$ cat src/rtl/ahbm_pkg.sv
package ahbm_pkg;
  typedef enum logic [1:0] {
    TR_IDLE   = 2'd0,
    TR_BUSY   = 2'd1,
    TR_NONSEQ = 2'd2,
    TR_SEQ    = 2'd3
  } trans_e;

  localparam logic [1:0] RSP_OKAY  = 2'd0;
  localparam logic [1:0] RSP_ERROR = 2'd1;
  localparam logic [1:0] RSP_RETRY = 2'd2;
  localparam logic [1:0] RSP_SPLIT = 2'd3;

  localparam logic [2:0] BURST_SINGLE = 3'd0;
  localparam logic [2:0] BURST_INCR   = 3'd1;

  localparam logic [1:0] SZ_WORD = 2'd2;
endpackage

$ cat src/rtl/ahbm_arb.sv
module ahbm_arb #(
  parameter int NCH = 2,
  localparam int IW = (NCH > 1) ? $clog2(NCH) : 1
) (
  input  logic           clk,
  input  logic           rst,
  input  logic [NCH-1:0] req,
  input  logic           idle,
  output logic           take,
  output logic [IW-1:0]  grant_idx,
  output logic [IW-1:0]  owner_idx
);
  logic [IW-1:0] owner_q;
  logic          found;

  // Previous owner first, then the others in cyclic order behind it.
  always_comb begin
    grant_idx = owner_q;
    found     = req[owner_q];
    for (int k = 1; k < NCH; k++) begin
      if (!found && req[(int'(owner_q) + k) % NCH]) begin
        grant_idx = IW'((int'(owner_q) + k) % NCH);
        found     = 1'b1;
      end
    end
  end

  assign take      = idle && (|req);
  assign owner_idx = owner_q;

  always_ff @(posedge clk) begin
    if (rst) owner_q <= '0;
    else if (take) owner_q <= grant_idx;
  end
endmodule

$ cat src/rtl/ahbm_req_sel.sv
module ahbm_req_sel
  import ahbm_pkg::*;
#(
  parameter int NCH = 2,
  parameter int AW  = 32,
  parameter int BW  = 5,
  localparam int IW = (NCH > 1) ? $clog2(NCH) : 1
) (
  input  logic [NCH-1:0][AW-1:0] ch_addr,
  input  logic [NCH-1:0][1:0]    ch_size,
  input  logic [NCH-1:0][BW-1:0] ch_beats,
  input  logic [NCH-1:0]         ch_fixed,
  input  logic [NCH-1:0]         ch_write,
  input  logic [IW-1:0]          sel,
  output logic [AW-1:0]          s_addr,
  output logic [1:0]             s_size,
  output logic [BW-1:0]          s_beats,
  output logic                   s_fixed,
  output logic                   s_write,
  output logic [2:0]             s_burst
);
  always_comb begin
    s_addr  = ch_addr[sel];
    s_size  = ch_size[sel];
    s_beats = ch_beats[sel];
    s_fixed = ch_fixed[sel];
    s_write = ch_write[sel];
    // Only incrementing word runs are announced as a burst.
    if (!s_fixed && s_size == SZ_WORD && s_beats > BW'(1)) s_burst = BURST_INCR;
    else s_burst = BURST_SINGLE;
  end
endmodule

$ cat src/rtl/ahbm_xfer_eng.sv
module ahbm_xfer_eng
  import ahbm_pkg::*;
#(
  parameter int AW = 32,
  parameter int DW = 32,
  parameter int BW = 5
) (
  input  logic          clk,
  input  logic          rst,
  input  logic          start,
  input  logic [AW-1:0] st_addr,
  input  logic [1:0]    st_size,
  input  logic [BW-1:0] st_beats,
  input  logic          st_fixed,
  input  logic          st_write,
  input  logic [2:0]    st_burst,
  output logic          busy,
  output logic [AW-1:0] haddr,
  output logic [1:0]    htrans,
  output logic          hwrite,
  output logic [2:0]    hsize,
  output logic [2:0]    hburst,
  input  logic          hready,
  input  logic [1:0]    hresp,
  input  logic [DW-1:0] hrdata,
  output logic          dp_write,
  output logic          beat_ok,
  output logic          done,
  output logic          err,
  output logic [DW-1:0] rdata
);
  logic          busy_q, fixed_q, dp_q;
  logic [AW-1:0] addr_q, dp_addr_q;
  trans_e        trans_q;
  logic          write_q;
  logic [1:0]    size_q;
  logic [2:0]    burst_q;
  logic [BW-1:0] left_q;

  logic          acc, fin, kill, seq_ok;
  logic [AW-1:0] step;

  always_comb begin
    acc    = hready && (trans_q != TR_IDLE);
    fin    = dp_q && hready;
    kill   = dp_q && !hready && (hresp != RSP_OKAY);
    seq_ok = !fixed_q && (size_q == SZ_WORD);
    step   = fixed_q ? '0 : (AW'(1) << size_q);
  end

  always_ff @(posedge clk) begin
    if (rst) begin
      busy_q    <= 1'b0;
      fixed_q   <= 1'b0;
      dp_q      <= 1'b0;
      addr_q    <= '0;
      dp_addr_q <= '0;
      trans_q   <= TR_IDLE;
      write_q   <= 1'b0;
      size_q    <= '0;
      burst_q   <= BURST_SINGLE;
      left_q    <= '0;
      beat_ok   <= 1'b0;
      done      <= 1'b0;
      err       <= 1'b0;
      rdata     <= '0;
    end else begin
      beat_ok <= 1'b0;
      done    <= 1'b0;
      err     <= 1'b0;
      if (!busy_q) begin
        if (start) begin
          busy_q  <= 1'b1;
          addr_q  <= st_addr;
          trans_q <= TR_NONSEQ;
          write_q <= st_write;
          size_q  <= st_size;
          burst_q <= st_burst;
          fixed_q <= st_fixed;
          left_q  <= st_beats;
          dp_q    <= 1'b0;
        end
      end else begin
        if (fin) dp_q <= 1'b0;
        if (acc) begin
          dp_q      <= 1'b1;
          dp_addr_q <= addr_q;
          left_q    <= left_q - BW'(1);
          if (left_q > BW'(1)) begin
            addr_q  <= addr_q + step;
            trans_q <= seq_ok ? TR_SEQ : TR_NONSEQ;
          end else begin
            trans_q <= TR_IDLE;
          end
        end
        // First cycle of a two-cycle response: withdraw the next address.
        if (kill) trans_q <= TR_IDLE;
        if (fin) begin
          unique case (hresp)
            RSP_OKAY: begin
              beat_ok <= 1'b1;
              rdata   <= hrdata;
              if (left_q == '0) begin
                done   <= 1'b1;
                busy_q <= 1'b0;
              end
            end
            RSP_ERROR: begin
              err     <= 1'b1;
              done    <= 1'b1;
              busy_q  <= 1'b0;
              trans_q <= TR_IDLE;
              left_q  <= '0;
            end
            default: begin
              addr_q  <= dp_addr_q;
              trans_q <= TR_NONSEQ;
              left_q  <= left_q + BW'(1);
            end
          endcase
        end
      end
    end
  end

  assign busy     = busy_q;
  assign haddr    = addr_q;
  assign htrans   = trans_q;
  assign hwrite   = write_q;
  assign hsize    = {1'b0, size_q};
  assign hburst   = burst_q;
  assign dp_write = dp_q && write_q;
endmodule

$ cat src/rtl/ahbm_dual_master.sv
module ahbm_dual_master
  import ahbm_pkg::*;
#(
  parameter int NCH = 2,
  parameter int AW  = 32,
  parameter int DW  = 32,
  parameter int BW  = 5
) (
  input  logic                   clk,
  input  logic                   rst,
  input  logic [NCH-1:0]         ch_req,
  input  logic [NCH-1:0][AW-1:0] ch_addr,
  input  logic [NCH-1:0][1:0]    ch_size,
  input  logic [NCH-1:0][BW-1:0] ch_beats,
  input  logic [NCH-1:0]         ch_fixed,
  input  logic [NCH-1:0]         ch_write,
  input  logic [NCH-1:0][DW-1:0] ch_wdata,
  output logic [NCH-1:0]         ch_start,
  output logic [NCH-1:0]         ch_beat_ok,
  output logic [NCH-1:0]         ch_done,
  output logic [NCH-1:0]         ch_err,
  output logic [DW-1:0]          ch_rdata,
  output logic [AW-1:0]          haddr,
  output logic [1:0]             htrans,
  output logic                   hwrite,
  output logic [2:0]             hsize,
  output logic [2:0]             hburst,
  output logic [DW-1:0]          hwdata,
  input  logic [DW-1:0]          hrdata,
  input  logic                   hready,
  input  logic [1:0]             hresp
);
  localparam int IW = (NCH > 1) ? $clog2(NCH) : 1;

  logic          take, busy, dp_write, e_ok, e_done, e_err;
  logic [IW-1:0] grant_idx, owner_idx;
  logic [AW-1:0] s_addr;
  logic [1:0]    s_size;
  logic [BW-1:0] s_beats;
  logic          s_fixed, s_write;
  logic [2:0]    s_burst;

  ahbm_arb #(.NCH(NCH)) u_arb (
    .clk(clk), .rst(rst), .req(ch_req), .idle(!busy),
    .take(take), .grant_idx(grant_idx), .owner_idx(owner_idx)
  );

  ahbm_req_sel #(.NCH(NCH), .AW(AW), .BW(BW)) u_sel (
    .ch_addr(ch_addr), .ch_size(ch_size), .ch_beats(ch_beats),
    .ch_fixed(ch_fixed), .ch_write(ch_write), .sel(grant_idx),
    .s_addr(s_addr), .s_size(s_size), .s_beats(s_beats),
    .s_fixed(s_fixed), .s_write(s_write), .s_burst(s_burst)
  );

  ahbm_xfer_eng #(.AW(AW), .DW(DW), .BW(BW)) u_eng (
    .clk(clk), .rst(rst), .start(take),
    .st_addr(s_addr), .st_size(s_size), .st_beats(s_beats),
    .st_fixed(s_fixed), .st_write(s_write), .st_burst(s_burst),
    .busy(busy), .haddr(haddr), .htrans(htrans), .hwrite(hwrite),
    .hsize(hsize), .hburst(hburst), .hready(hready), .hresp(hresp),
    .hrdata(hrdata), .dp_write(dp_write), .beat_ok(e_ok),
    .done(e_done), .err(e_err), .rdata(ch_rdata)
  );

  assign hwdata = dp_write ? ch_wdata[owner_idx] : '0;

  // The owner only changes on a grant, which comes after its done pulse.
  for (genvar g = 0; g < NCH; g++) begin : g_ch
    always_ff @(posedge clk) begin
      if (rst) ch_start[g] <= 1'b0;
      else ch_start[g] <= take && (grant_idx == IW'(g));
    end
    assign ch_beat_ok[g] = e_ok   && (owner_idx == IW'(g));
    assign ch_done[g]    = e_done && (owner_idx == IW'(g));
    assign ch_err[g]     = e_err  && (owner_idx == IW'(g));
  end
endmodule

$ cat config.mk
export PLATFORM = sky130hd
export DESIGN_NAME = ahbm_dual_master
export DESIGN_NICKNAME = d
export VERILOG_FILES = /design/src/rtl/ahbm_pkg.sv /design/src/rtl/ahbm_arb.sv /design/src/rtl/ahbm_req_sel.sv /design/src/rtl/ahbm_xfer_eng.sv /design/src/rtl/ahbm_dual_master.sv
export SDC_FILE = /design/constraint.sdc
export NUM_CORES = 1
export LEC_CHECK = 0
export ABC_AREA = 1
export BUFFER_PORTS_ARGS = -buffer_cell sky130_fd_sc_hd__buf_2
export CAP_MARGIN = 30
export CELL_PAD_IN_SITES_DETAIL_PLACEMENT = 1
export CELL_PAD_IN_SITES_GLOBAL_PLACEMENT = 2
export CORE_ASPECT_RATIO = 1.5
export CORE_MARGIN = 2
export CORE_UTILIZATION = 22
export CTS_CLUSTER_SIZE = 8
export DETAILED_ROUTE_END_ITERATION = 12
export PLACE_DENSITY = 0.86
export SYNTH_ARGS = -nofsm -noshare
export SYNTH_HDL_FRONTEND = slang
export SYNTH_SLANG_ARGS = --single-unit
$ cat constraint.sdc
create_clock -name clk -period 1.79 [get_ports clk]
set_input_delay 0.0895 -clock clk [delete_from_list [all_inputs] [get_ports clk]]
set_output_delay 0.0895 -clock clk [all_outputs]
set_load 0.01 [all_outputs]
==> flow_metrics.py, run 1 <==
metrics = {
    "min_path": {
        "hp-start": "ch_fixed[0]",
        "min_to": "u_eng.fixed_q",
        "min_path_type": "in2reg",
        "whs_path_depth": 5,
    },
    "clocking": {
        "cts.clk_slew.worst_paths_ns": 0.07,
        "tritoncts": "done",
        "cts_made_buffers": 17,
        "numClockSinks": 116,
        "clk_path_buf_depth": 2,
        "ctsHtreeMaxLevel": 4,
        "cts_root_buffer": "clkbuf_16",
        "insertion_delay_ns": 0.43,
    },
    "floorplanning": {
        "start_util_pct": 22.4,
        "dieHeight_um": 219,
        "core_um2": 30400,
        "dieArea_um2": 32400,
        "die_x_um": 148,
        "std_cell_rows": 78,
        "ios": 298,
    },
    "critical_path": {
        "crit_arrival_ns": 2.48,
        "required_ns": 2.14,
        "reg2reg_to": "u_eng.haddr[10]",
        "reg2reg_depth": 13,
        "startpoint_type": "flop",
        "worstPathMaxFanout": 4,
        "cp-end-kind": "flop",
        "r2r_slack_ns": -0.34,
        "crit_path_cell_trace": "nor3_2 > ha_2 > fa_2 > nand2_2 > nand2_4 > buf_4 > nand3_4 > nor2_4 > nand2_4 > or2_0 > nand3_1 > nand2_1 > a31oi_1",
        "cp_common_cell": "nand2_4",
        "path_class": "reg2reg",
        "slowest_stage": "dfxtp_2",
        "cpPeakStageDelay_ns": 0.35,
        "r2r_start": "u_eng.size_q[1]",
    },
    "synthesis": {
        "postSynthAreaPerCell_um2": 6.59,
        "yosys.area.top_type": "dfxtp_1",
        "netlist_area_um2": 6810,
        "yosysTopAreaCellShare_pct": 34.1,
        "netlist_instances": 1033,
        "synth.most_common_cell": "nand2_1",
        "synth_seq_cells": 116,
        "synth_area_leaders": "dfxtp_1 34%, nand2_1 11%, a21oi_1 9.6%, nor2_1 7.3%, o21ai_0 7.3%",
        "synth_cell_type_count": 53,
        "async_flop_share_pct": 0,
        "synthTopCellsByCount": "199 x nand2_1, 132 x nor2_1, 131 x a21oi_1",
        "synth_warnings": 0,
        "synth_ff_type": "dfxtp_1",
        "synth_seq_area_share_pct": 34.1,
        "synth_edf_count": 0,
    },
    "power": {
        "total_power_uw": 7960,
        "peakVddDrop_mv": 0.696,
        "power_leakage_uw": 0.00532,
        "powerDensity_nw_per_um2": 717,
    },
    "global_routing": {
        "met1_usage_pct": 21.5,
        "grt_max_degree": 57,
        "gr-usage-met3_pct": 4.64,
        "overflow": 0,
        "grt_pass1_wl_mm": 51.1,
        "grt_pass1_vias": 9526,
        "grt-busiest-layer": "met2",
        "met2_usage_pct": 38.4,
        "antenna_found_initial": 3,
        "grt_usage_pct": 20.4,
    },
    "placed_design": {
        "port_buffers": 294,
        "placed_area_um2": 9320,
        "gp_congestion": 0.855,
        "place_inst": 1759,
        "dp_hpwl_mm": 23.9,
    },
    "final_layout": {
        "syn_to_final_growth_pct": 63.0,
        "layout.cells.non_filler": 1891,
        "fin_area_um2": 11100,
        "fin_nets": 1669,
        "final_layout_size_suffix_gt1_share_pct": 34.0,
    },
    "sta": {
        "rsz0062_at_grt": "yes",
        "fmax_mhz": 469,
        "setup-violations-final": 29,
        "fin_crit_ns": 2.13,
        "timing.final.ws_setup_ns": -0.343,
        "worstMarginPinSlew_ns": 0.626,
        "timing.final.crit_share_pct": 119,
        "skew_ns": 0.0134,
        "finalHoldViolCount": 0,
        "hold_ws_ns": 0.0297,
        "drv_slew": 0,
        "relSlewSlack_pct": 58.3,
    },
    "run_status": {
        "status": "finished with violations",
        "violations": "setup timing",
    },
    "route": {
        "drt_iter0_markers": 307,
        "drc_errors": 0,
        "postRouteAntennaNets": 0,
        "drt-wirelength-per-cell_um": 17.5,
        "vias": 8833,
        "drt_first_pass_iters": 4,
        "totalWireLength_mm": 33.1,
        "vias_per_cell": 4.67,
    },
    "flow_run": {
        "maxCapViolCount": 0,
    },
}
[worst max-delay path by stage]
| stage | start | to | slack [ns] | cells past startpoint |
|---|---|---|---|---|
| 6_report | u_eng.size_q[1] | u_eng.haddr[10] | -0.34 | 13 |
| 5_1_grt | u_eng.size_q[1] | u_eng.haddr[24] | -0.48 | 12 |
| 4_1_cts | u_eng.size_q[1] | u_eng.haddr[26] | -0.30 | 12 |
| 3_5_place_dp | u_eng.size_q[0] | u_eng.haddr[11] | -0.32 | 13 |
| 3_3_place_gp | u_eng.size_q[0] | u_eng.haddr[26] | -0.24 | 12 |
| 2_1_floorplan | u_eng.size_q[0] | u_eng.haddr[20] | -0.13 | 12 |
[critical path: cells and delay by family, from the launching register on]
family,cells,cell delay [ns]
and+or+nand+nor,9,1.03
adders and majority gates,2,0.44
DFF,1,0.35
buffers and inverters,1,0.12
AOI/OAI and AO/OA,1,0.12
[final cells by class]
type	count	area (um^2)
Fill cell	3844	19300
Multi-Input combinational cell	753	4000
Timing Repair Buffer	481	3270
Sequential cell	116	2330
Tap cell	400	500
Clock buffer	18	439
Inverter	107	408
Clock inverter	14	130
Antenna cell	2	5.00
[report_power, final]
| group | leakage, uW | switching (uW) | internal [uW] |
|---|---|---|---|
| Sequential | 0.000947 | 121 | 2700 |
| Combinational | 0.00411 | 918 | 817 |
| Clock | 0.000265 | 1450 | 1960 |
[metal layers]
layer | up-vias | wire length, um | share of wire, %
met5 | - | 28 | 0.085
met4 | 4 | 1210 | 3.6
met3 | 64 | 1680 | 5.1
met2 | 253 | 17300 | 52
met1 | 4196 | 12900 | 39
li1 | 4316 | - | -
[state kept, by name, indices dropped and copies added (netlist names)]
name and cells:
u_eng.htrans 2, u_eng.dp_addr_q 32, u_eng.left_q 5, u_eng.haddr 32, u_eng.fixed_q 1, u_eng.size_q 2, u_eng.rdata 32, ch_start 2
u_eng.done 1, u_arb.owner_idx 1, u_eng.dp_q 1, u_eng.hburst 1, u_eng.hwrite 1, u_eng.err 1, u_eng.busy 1, u_eng.beat_ok 1
[what timing repair did]
action,in CTS,in global routing
endpoints found under the setup margin,62,41
gates cloned,4,0
endpoints found under the hold margin,62,0
gates resized for setup,37,22
pin swaps,24,15
hold buffers,84,0
buffers inserted,9,2
[metrics by stage]
| step | setup TNS [ns] | setup slack [ns] | util (%) |
|---|---|---|---|
| after global placement | -5.33 | -0.238 | 30.7 |
| after CTS | -6.67 | -0.298 | 36.2 |
| final | -6.22 | -0.343 | 36.5 |
| after floorplan | -1.27 | -0.127 | - |
| after global routing | -10.53 | -0.478 | 36.5 |
| after detailed placement | -7.54 | -0.321 | 30.7 |
[cells in the final DEF, fill, tap and decap left out, drive strengths merged, types with 2 or more instances in the layout]
master,synthesis,final
nand4,9,9
bufbuf,0,2
xor2,11,11
diode,0,2
a31oi,7,7
o21ai,106,106
dfxtp,116,116
nand2,208,208
buf,31,395
nor2,145,146
a221oi,23,23
inv,106,108
nand3,46,46
a22oi,3,3
o211ai,3,3
or2,4,4
xnor2,4,4
nor3,21,21
conb,1,3
clkinv,1,6
a32oi,2,2
clkbuf,29,18
dlygate4sd3,0,84
and3,2,2
o22ai,5,5
ha,7,7
clkinvlp,0,6
a21oi,131,131
mux2i,2,2
[cell families after synthesis]
group                    after synthesis  synth area share, %
other                                  1               0.0551
XOR/XNOR                              15                 1.93
adder cells (fa/ha/maj)                8                 1.58
multiplexers                           2                0.294
AND/OR/NAND/NOR                      438                 28.7
AO/OA/AOI/OAI                        286                 23.4
buffers and inverters                167                 9.96
flip-flops                           116                 34.1
(Power assumes the default switching activity.)
==> inputs of run 2 (changes only) <==
--- a/config.mk
+++ b/config.mk
@@ -16,6 +16,7 @@
 export CTS_CLUSTER_SIZE = 8
 export DETAILED_ROUTE_END_ITERATION = 12
 export PLACE_DENSITY = 0.86
+export REMOVE_ABC_BUFFERS = 1
 export SYNTH_ARGS = -nofsm -noshare
 export SYNTH_HDL_FRONTEND = slang
 export SYNTH_SLANG_ARGS = --single-unit
==> run 2 against run 1 <==
- the run still ends with setup timing left
- global-route usage decreased by 0.20 points
- final cell count grew 0.79%
- fmax is 2.0% lower
- setup slack got worse by 0.044 ns
- die area is the same
- combinational power up 9%
- sequential power about the same
- count of clock-buffer cells in the layout increased by 3
- design area rose by 4.9%
- register-to-register slack got worse by 0.04 ns
- sequential share of layout area decreased by 0.95 points
==> flow_metrics.py, run 2 (same netlist as run 1, synthesis figures left out) <==
metrics = {
    "route": {
        "drc_errors": 0,
        "drt-wirelength-per-cell_um": 17.9,
        "totalWireLength_mm": 34.1,
        "drt_first_pass_iters": 4,
        "postRouteAntennaNets": 0,
        "vias": 8991,
        "vias_per_cell": 4.72,
        "drt_iter0_markers": 348,
    },
    "final_layout": {
        "fin_area_um2": 11600,
        "final_layout_size_suffix_gt1_share_pct": 40.1,
        "num-fill-cells": 3779,
        "syn_to_final_growth_pct": 71.0,
        "fin_nets": 1684,
        "multi_input_area_um2": 4320,
        "regArea_um2": 2340,
        "final_common_cell": "buf_2",
        "mostFrequentLayoutCells": "294 x buf_2, 152 x nand2_1, 128 x nor2_1",
    },
    "min_path": {
        "whs_path_depth": 3,
        "min_path_type": "in2reg",
        "hp-start": "ch_addr[42]",
    },
    "global_routing": {
        "grt_usage_pct": 20.2,
        "grt_pass1_vias": 9547,
        "grt_max_degree": 47,
        "grt_pass1_wl_mm": 51.3,
        "overflow": 0,
        "antenna_found_initial": 3,
    },
    "run_status": {
        "status": "finished with violations",
        "violations": "setup timing",
    },
    "critical_path": {
        "startpoint_type": "flop",
        "worstPathMaxFanout": 6,
        "timing.critical_path.buf_inv": 2,
        "crit_path_cell_trace": "nor3_4 > ha_2 > fa_2 > nand2_2 > nand2_4 > buf_6 > nand4_4 > nor3_4 > buf_12 > nand2_4 > nand2_2 > nand3_2 > nand2_2 > a21oi_2",
        "crit_arrival_ns": 2.48,
        "cp.depth": 14,
        "slowest_stage": "dfxtp_4",
        "required_ns": 2.10,
        "cpPeakStageDelay_ns": 0.37,
        "setup.worst_path.start": "u_eng.size_q[0]",
        "cp_common_cell": "nand2_2",
        "cp-end-kind": "flop",
        "path_delay_family": "simple AND/OR/NAND/NOR gates",
        "path_class": "reg2reg",
        "reg2reg_depth": 14,
        "r2r_start": "u_eng.size_q[0]",
    },
    "floorplanning": {
        "start_util_pct": 22.4,
        "ios": 298,
        "dieArea_um2": 32400,
        "die_x_um": 148,
        "std_cell_rows": 78,
        "core_um2": 30400,
        "dieHeight_um": 219,
    },
    "sta": {
        "setup-violations-final": 32,
        "skew_ns": 0.00981,
        "timing.final.crit_share_pct": 122,
        "timing.final.ws_setup_ns": -0.387,
        "finalHoldViolCount": 0,
        "fmax_mhz": 459,
        "rsz0062_at_grt": "yes",
        "fin_crit_ns": 2.18,
        "drv_slew": 0,
    },
    "placed_design": {
        "port_buffers": 294,
        "dp_hpwl_mm": 23.8,
        "placed_area_um2": 9380,
        "gp_congestion": 0.894,
    },
    "power": {
        "power.internal_uw": 5790,
        "power_leakage_uw": 0.00556,
        "peakVddDrop_mv": 0.656,
        "pwr-share-clk_pct": 43.1,
        "powerDensity_nw_per_um2": 711,
        "p_comb_share_pct": 22.8,
        "power_frac_seq_pct": 34.1,
        "netSwitchingFraction_pct": 30.0,
        "total_power_uw": 8270,
        "switching_power_uw": 2490,
    },
    "clocking": {
        "tritoncts": "done",
        "cts_made_buffers": 17,
        "cts_root_buffer": "clkbuf_16",
        "cts.clk_slew.worst_paths_ns": 0.06,
        "insertion_delay_ns": 0.43,
        "clk_path_buf_depth": 2,
        "numClockSinks": 116,
        "ctsHtreeMaxLevel": 4,
    },
    "flow_run": {
        "maxCapViolCount": 0,
    },
}
-- run 2: routing by layer --
metal | wire length (um) | part of all wire [%] | GRT usage, % | up-vias
li1 | - | - | - | 4343
met1 | 13200 | 39 | 21.7 | 4320
met2 | 18300 | 54 | 38.4 | 258
met3 | 1620 | 4.8 | 4.55 | 68
met4 | 1010 | 3.0 | 6.79 | 2
met5 | 16 | 0.047 | 0 | -
-- run 2: worst min-delay path, stage by stage --
cell and delay, ns:
buf_2 0.08, a22oi_1 0.07, a31oi_1 0.17
-- run 2: path summary, 6_finish.rpt --
check | to | slack, ns
setup / recovery | u_eng.haddr[30] | -0.39
hold / removal | u_eng.haddr[10] | 0.03
setup reg to reg | u_eng.haddr[30] | -0.39
hold reg to reg | u_eng.dp_addr_q[27] | 0.45
-- run 2: final cells by class --
type	instances	area share, %
antenna	2	0.0430
sequential	116	20.1
multi-input combinational	753	37.1
tap	400	4.30
inverter	107	3.59
timing repair buffer	496	29.6
clock inverter	11	1.09
clock buffer	21	4.13
-- run 2: per-stage QoR --
| stage | hold slack [ns] | utilization (%) | setup TNS, ns | cells | worst slack, ns |
|---|---|---|---|---|---|
| after floorplan | 0.159 | - | -66.47 | 975 | -1.11 |
| after global placement | 0.289 | 30.9 | -8.00 | 1770 | -0.426 |
| after detailed placement | 0.303 | 30.9 | -11.69 | 1770 | -0.496 |
| after CTS | 0.00677 | 36.5 | -6.93 | 1889 | -0.310 |
| after global routing | 0.0338 | 38.3 | -12.36 | 1906 | -0.513 |
| final | 0.0268 | 38.3 | -7.86 | 1906 | -0.387 |
-- run 2: what timing repair did --
item / 4_1_cts / 5_1_grt
gates resized for setup: 68 / 104
hold buffers: 74 / 0
endpoints found under the hold margin: 55 / 0
setup endpoints to repair: 61 / 73
cloned: 2 / 4
pin swaps: 37 / 55
buffers inserted: 11 / 12
-- run 2: power by group through the flow --
stage	sequential, uW	clock, uW	combinational (uW)
after floorplan	2910	0	607
after global placement	2850	0	1480
after detailed placement	2860	0	1510
after CTS	2810	3640	1720
after global routing	2830	3730	2060
final	2820	3570	1880
==> inputs of run 3 (changes only) <==
--- a/config.mk
+++ b/config.mk
@@ -5,17 +5,16 @@
 export SDC_FILE = /design/constraint.sdc
 export NUM_CORES = 1
 export LEC_CHECK = 0
-export ABC_AREA = 1
 export BUFFER_PORTS_ARGS = -buffer_cell sky130_fd_sc_hd__buf_2
 export CAP_MARGIN = 30
 export CELL_PAD_IN_SITES_DETAIL_PLACEMENT = 1
 export CELL_PAD_IN_SITES_GLOBAL_PLACEMENT = 2
 export CORE_ASPECT_RATIO = 1.5
 export CORE_MARGIN = 2
-export CORE_UTILIZATION = 22
+export CORE_UTILIZATION = 23
 export CTS_CLUSTER_SIZE = 8
 export DETAILED_ROUTE_END_ITERATION = 12
-export PLACE_DENSITY = 0.86
+export PLACE_DENSITY_LB_ADDON = 0.1
 export REMOVE_ABC_BUFFERS = 1
 export SYNTH_ARGS = -nofsm -noshare
 export SYNTH_HDL_FRONTEND = slang
==> run 3 against run 2 <==
- the run still ends with setup timing left
- clock skew down 0.0021 ns
- utilization is 0.54 points lower
- area after synthesis is 5.2% lower
- power rose by 1.8%
- register-to-register slack about the same
- non-clock buffer count fell by 37
- count of clock-buffer cells in the layout is 1 lower
- sequential share of layout area is 2.2 points higher
- combinational power fell by 16%
- synthesized cell count fell by 22%
- via count down 14%
- critical path type unchanged
- largest power group unchanged
- highest routed layer is now met4
==> flow_metrics.py, run 3 <==
metrics = {
    "min_path": {
        "hp-start": "ch_addr[33]",
        "whs_path_depth": 3,
        "min_path_type": "in2reg",
    },
    "global_routing": {
        "grt_max_degree": 69,
        "antenna_found_initial": 0,
        "grt_pass1_vias": 8067,
        "grt_usage_pct": 20.3,
        "overflow": 0,
        "grt_pass1_wl_mm": 46.3,
    },
    "synthesis": {
        "postSynthAreaPerCell_um2": 8.01,
        "netlist_instances": 806,
        "synth_ff_type": "dfxtp_1",
        "yosysTopAreaCellShare_pct": 36.0,
        "synthTopCellsByCount": "153 x nand2_1, 116 x dfxtp_1, 78 x a21oi_1",
        "async_flop_share_pct": 0,
        "synth_seq_cells": 116,
        "synth_seq_area_share_pct": 36.0,
        "synth_cell_type_count": 74,
        "synth_area_leaders": "dfxtp_1 36%, nand2_1 8.9%, a21oi_1 6.1%, mux2i_1 6.1%, nor2_1 3.2%",
        "synth_edf_count": 0,
        "netlist_area_um2": 6450,
        "synth_warnings": 0,
        "synth.most_common_cell": "nand2_1",
        "yosys.area.top_type": "dfxtp_1",
    },
    "power": {
        "peakVddDrop_mv": 0.715,
        "power_leakage_uw": 0.00454,
        "total_power_uw": 8430,
        "powerDensity_nw_per_um2": 803,
    },
    "placed_design": {
        "dp_hpwl_mm": 22.5,
        "pre_cts_ws_ns": -0.495,
        "gp_congestion": 0.812,
        "placed_area_um2": 9030,
        "port_buffers": 294,
    },
    "sta": {
        "timing.final.crit_share_pct": 121,
        "rsz0062_at_grt": "yes",
        "setup-violations-final": 31,
        "timing.final.ws_setup_ns": -0.377,
        "fin_crit_ns": 2.17,
        "worstMarginPinSlew_ns": 0.659,
        "finalHoldViolCount": 0,
        "relSlewSlack_pct": 55.6,
        "skew_ns": 0.00774,
        "drv_slew": 0,
        "fmax_mhz": 461,
    },
    "final_layout": {
        "fin_util_pct": 37.8,
        "syn_to_final_growth_pct": 62.7,
        "fin_area_um2": 10500,
        "final_layout_size_suffix_gt1_share_pct": 41.2,
        "mostFrequentLayoutCells": "293 x buf_2, 152 x nand2_1, 111 x dfxtp_1",
        "num-fill-cells": 3385,
        "antenna_cells": 0,
        "fin_nets": 1414,
        "final_common_cell": "buf_2",
    },
    "run_status": {
        "status": "finished with violations",
        "violations": "setup timing",
    },
    "floorplanning": {
        "start_util_pct": 23.2,
        "die_x_um": 141,
        "dieHeight_um": 209,
        "core_um2": 27800,
        "std_cell_rows": 75,
        "ios": 298,
        "dieArea_um2": 29400,
    },
    "clocking": {
        "ctsHtreeMaxLevel": 4,
        "cts_root_buffer": "clkbuf_16",
        "cts.clk_slew.worst_paths_ns": 0.06,
        "clk_path_buf_depth": 2,
        "cts_made_buffers": 17,
        "numClockSinks": 116,
        "tritoncts": "done",
        "insertion_delay_ns": 0.43,
    },
    "critical_path": {
        "reg2reg_depth": 8,
        "crit_arrival_ns": 2.52,
        "r2r_start": "u_eng.fixed_q",
        "setup.worst_path.start": "u_eng.fixed_q",
        "cp-end-kind": "flop",
        "startpoint_type": "flop",
        "required_ns": 2.14,
        "worstPathMaxFanout": 5,
        "path_class": "reg2reg",
    },
    "route": {
        "drt_first_pass_iters": 4,
        "totalWireLength_mm": 30.6,
        "postRouteAntennaNets": 0,
        "vias_per_cell": 4.91,
        "drt_iter0_markers": 247,
        "vias": 7762,
        "drt-wirelength-per-cell_um": 19.3,
        "drc_errors": 0,
    },
    "flow_run": {
        "maxCapViolCount": 0,
    },
}
[run 3: cell count changes after synthesis, sizes merged, moves of 10 or more]
| cell | before | now |
|---|---|---|
| a21oi | 131 | 78 |
| nor2 | 145 | 57 |
| mux2i | 2 | 39 |
| o21ai | 106 | 15 |
| nand3 | 46 | 23 |
| a22o | 0 | 20 |
| nand2 | 208 | 153 |
| clkbuf | 29 | 42 |
| inv | 106 | 13 |
| o211ai | 3 | 20 |
| o22ai | 5 | 15 |
[run 3: layer usage]
layer	GRT usage (%)	vias to the layer above	part of all wire (%)
li1	-	3765	-
met1	22.9	3735	39
met2	38.6	237	55
met3	3.60	25	5.1
met4	5.79	0	1.3
met5	0	-	0
[run 3: report_power, final]
group          switching [uW]  internal [uW]  leakage (uW)
Combinational             800            781       0.00326
Clock                    1350           2730      0.000337
Sequential               88.1           2680      0.000946
[run 3: worst paths after layout]
path / endpoint / slack [ns]
max: u_eng.haddr[22] / -0.38
min: u_eng.haddr[1] / 0.02
max reg2reg: u_eng.haddr[22] / -0.38
min reg2reg: u_eng.rdata[17] / 0.45
[run 3: final cells by class]
cell class              instances  area (um^2)  area share, %
clock buffers                  20          467           4.45
clock inverters                12          224           2.13
inverters                      13         48.8          0.465
multi-input cells             614         4030           38.4
flip-flops and latches        116         2340           22.3
well taps                     346          433           4.12
repair buffers                459         2960           28.2
[run 3: what timing repair did]
action	4_1_cts	5_1_grt
gates resized for setup	41	14
hold endpoints to repair	37	0
hold buffers	40	0
setup endpoints to repair	99	37
buffers inserted	7	4
pin swaps	18	15
cloned	1	1
[run 3: critical path, stage by stage, from the launching register on]
cell and delay, ns:
dfxtp_4 0.37, nor3_4 0.18, ha_2 0.22, fa_2 0.23, a211oi_2 0.09, nor2_4 0.23, nand3_4 0.12, or4_1 0.55
o211ai_1 0.10
[run 3: cells by family (layout without fill, tap and decap cells)]
logic type                 after synthesis  after routing  share of synthesized area (%)
buffers and inverters                   79            504                           5.37
other                                    1              3                         0.0581
DFF                                    116            116                           36.0
and+or+nand+nor                        310            311                           22.5
xor gates and xnor gates                20             20                           2.71
muxes                                   47             47                           7.50
adders and majority gates                9              9                           1.82
AOI/OAI and AO/OA                      224            224                           24.0
[run 3: metrics by stage]
stage,cells,hold WS (ns),setup TNS (ns)
floorplan,742,0.154,-116.13
global placement,1495,0.331,-8.93
detailed placement,1495,0.338,-11.51
CTS,1575,0.0176,-6.32
global route,1580,0.0284,-10.97
finish,1580,0.0211,-7.70
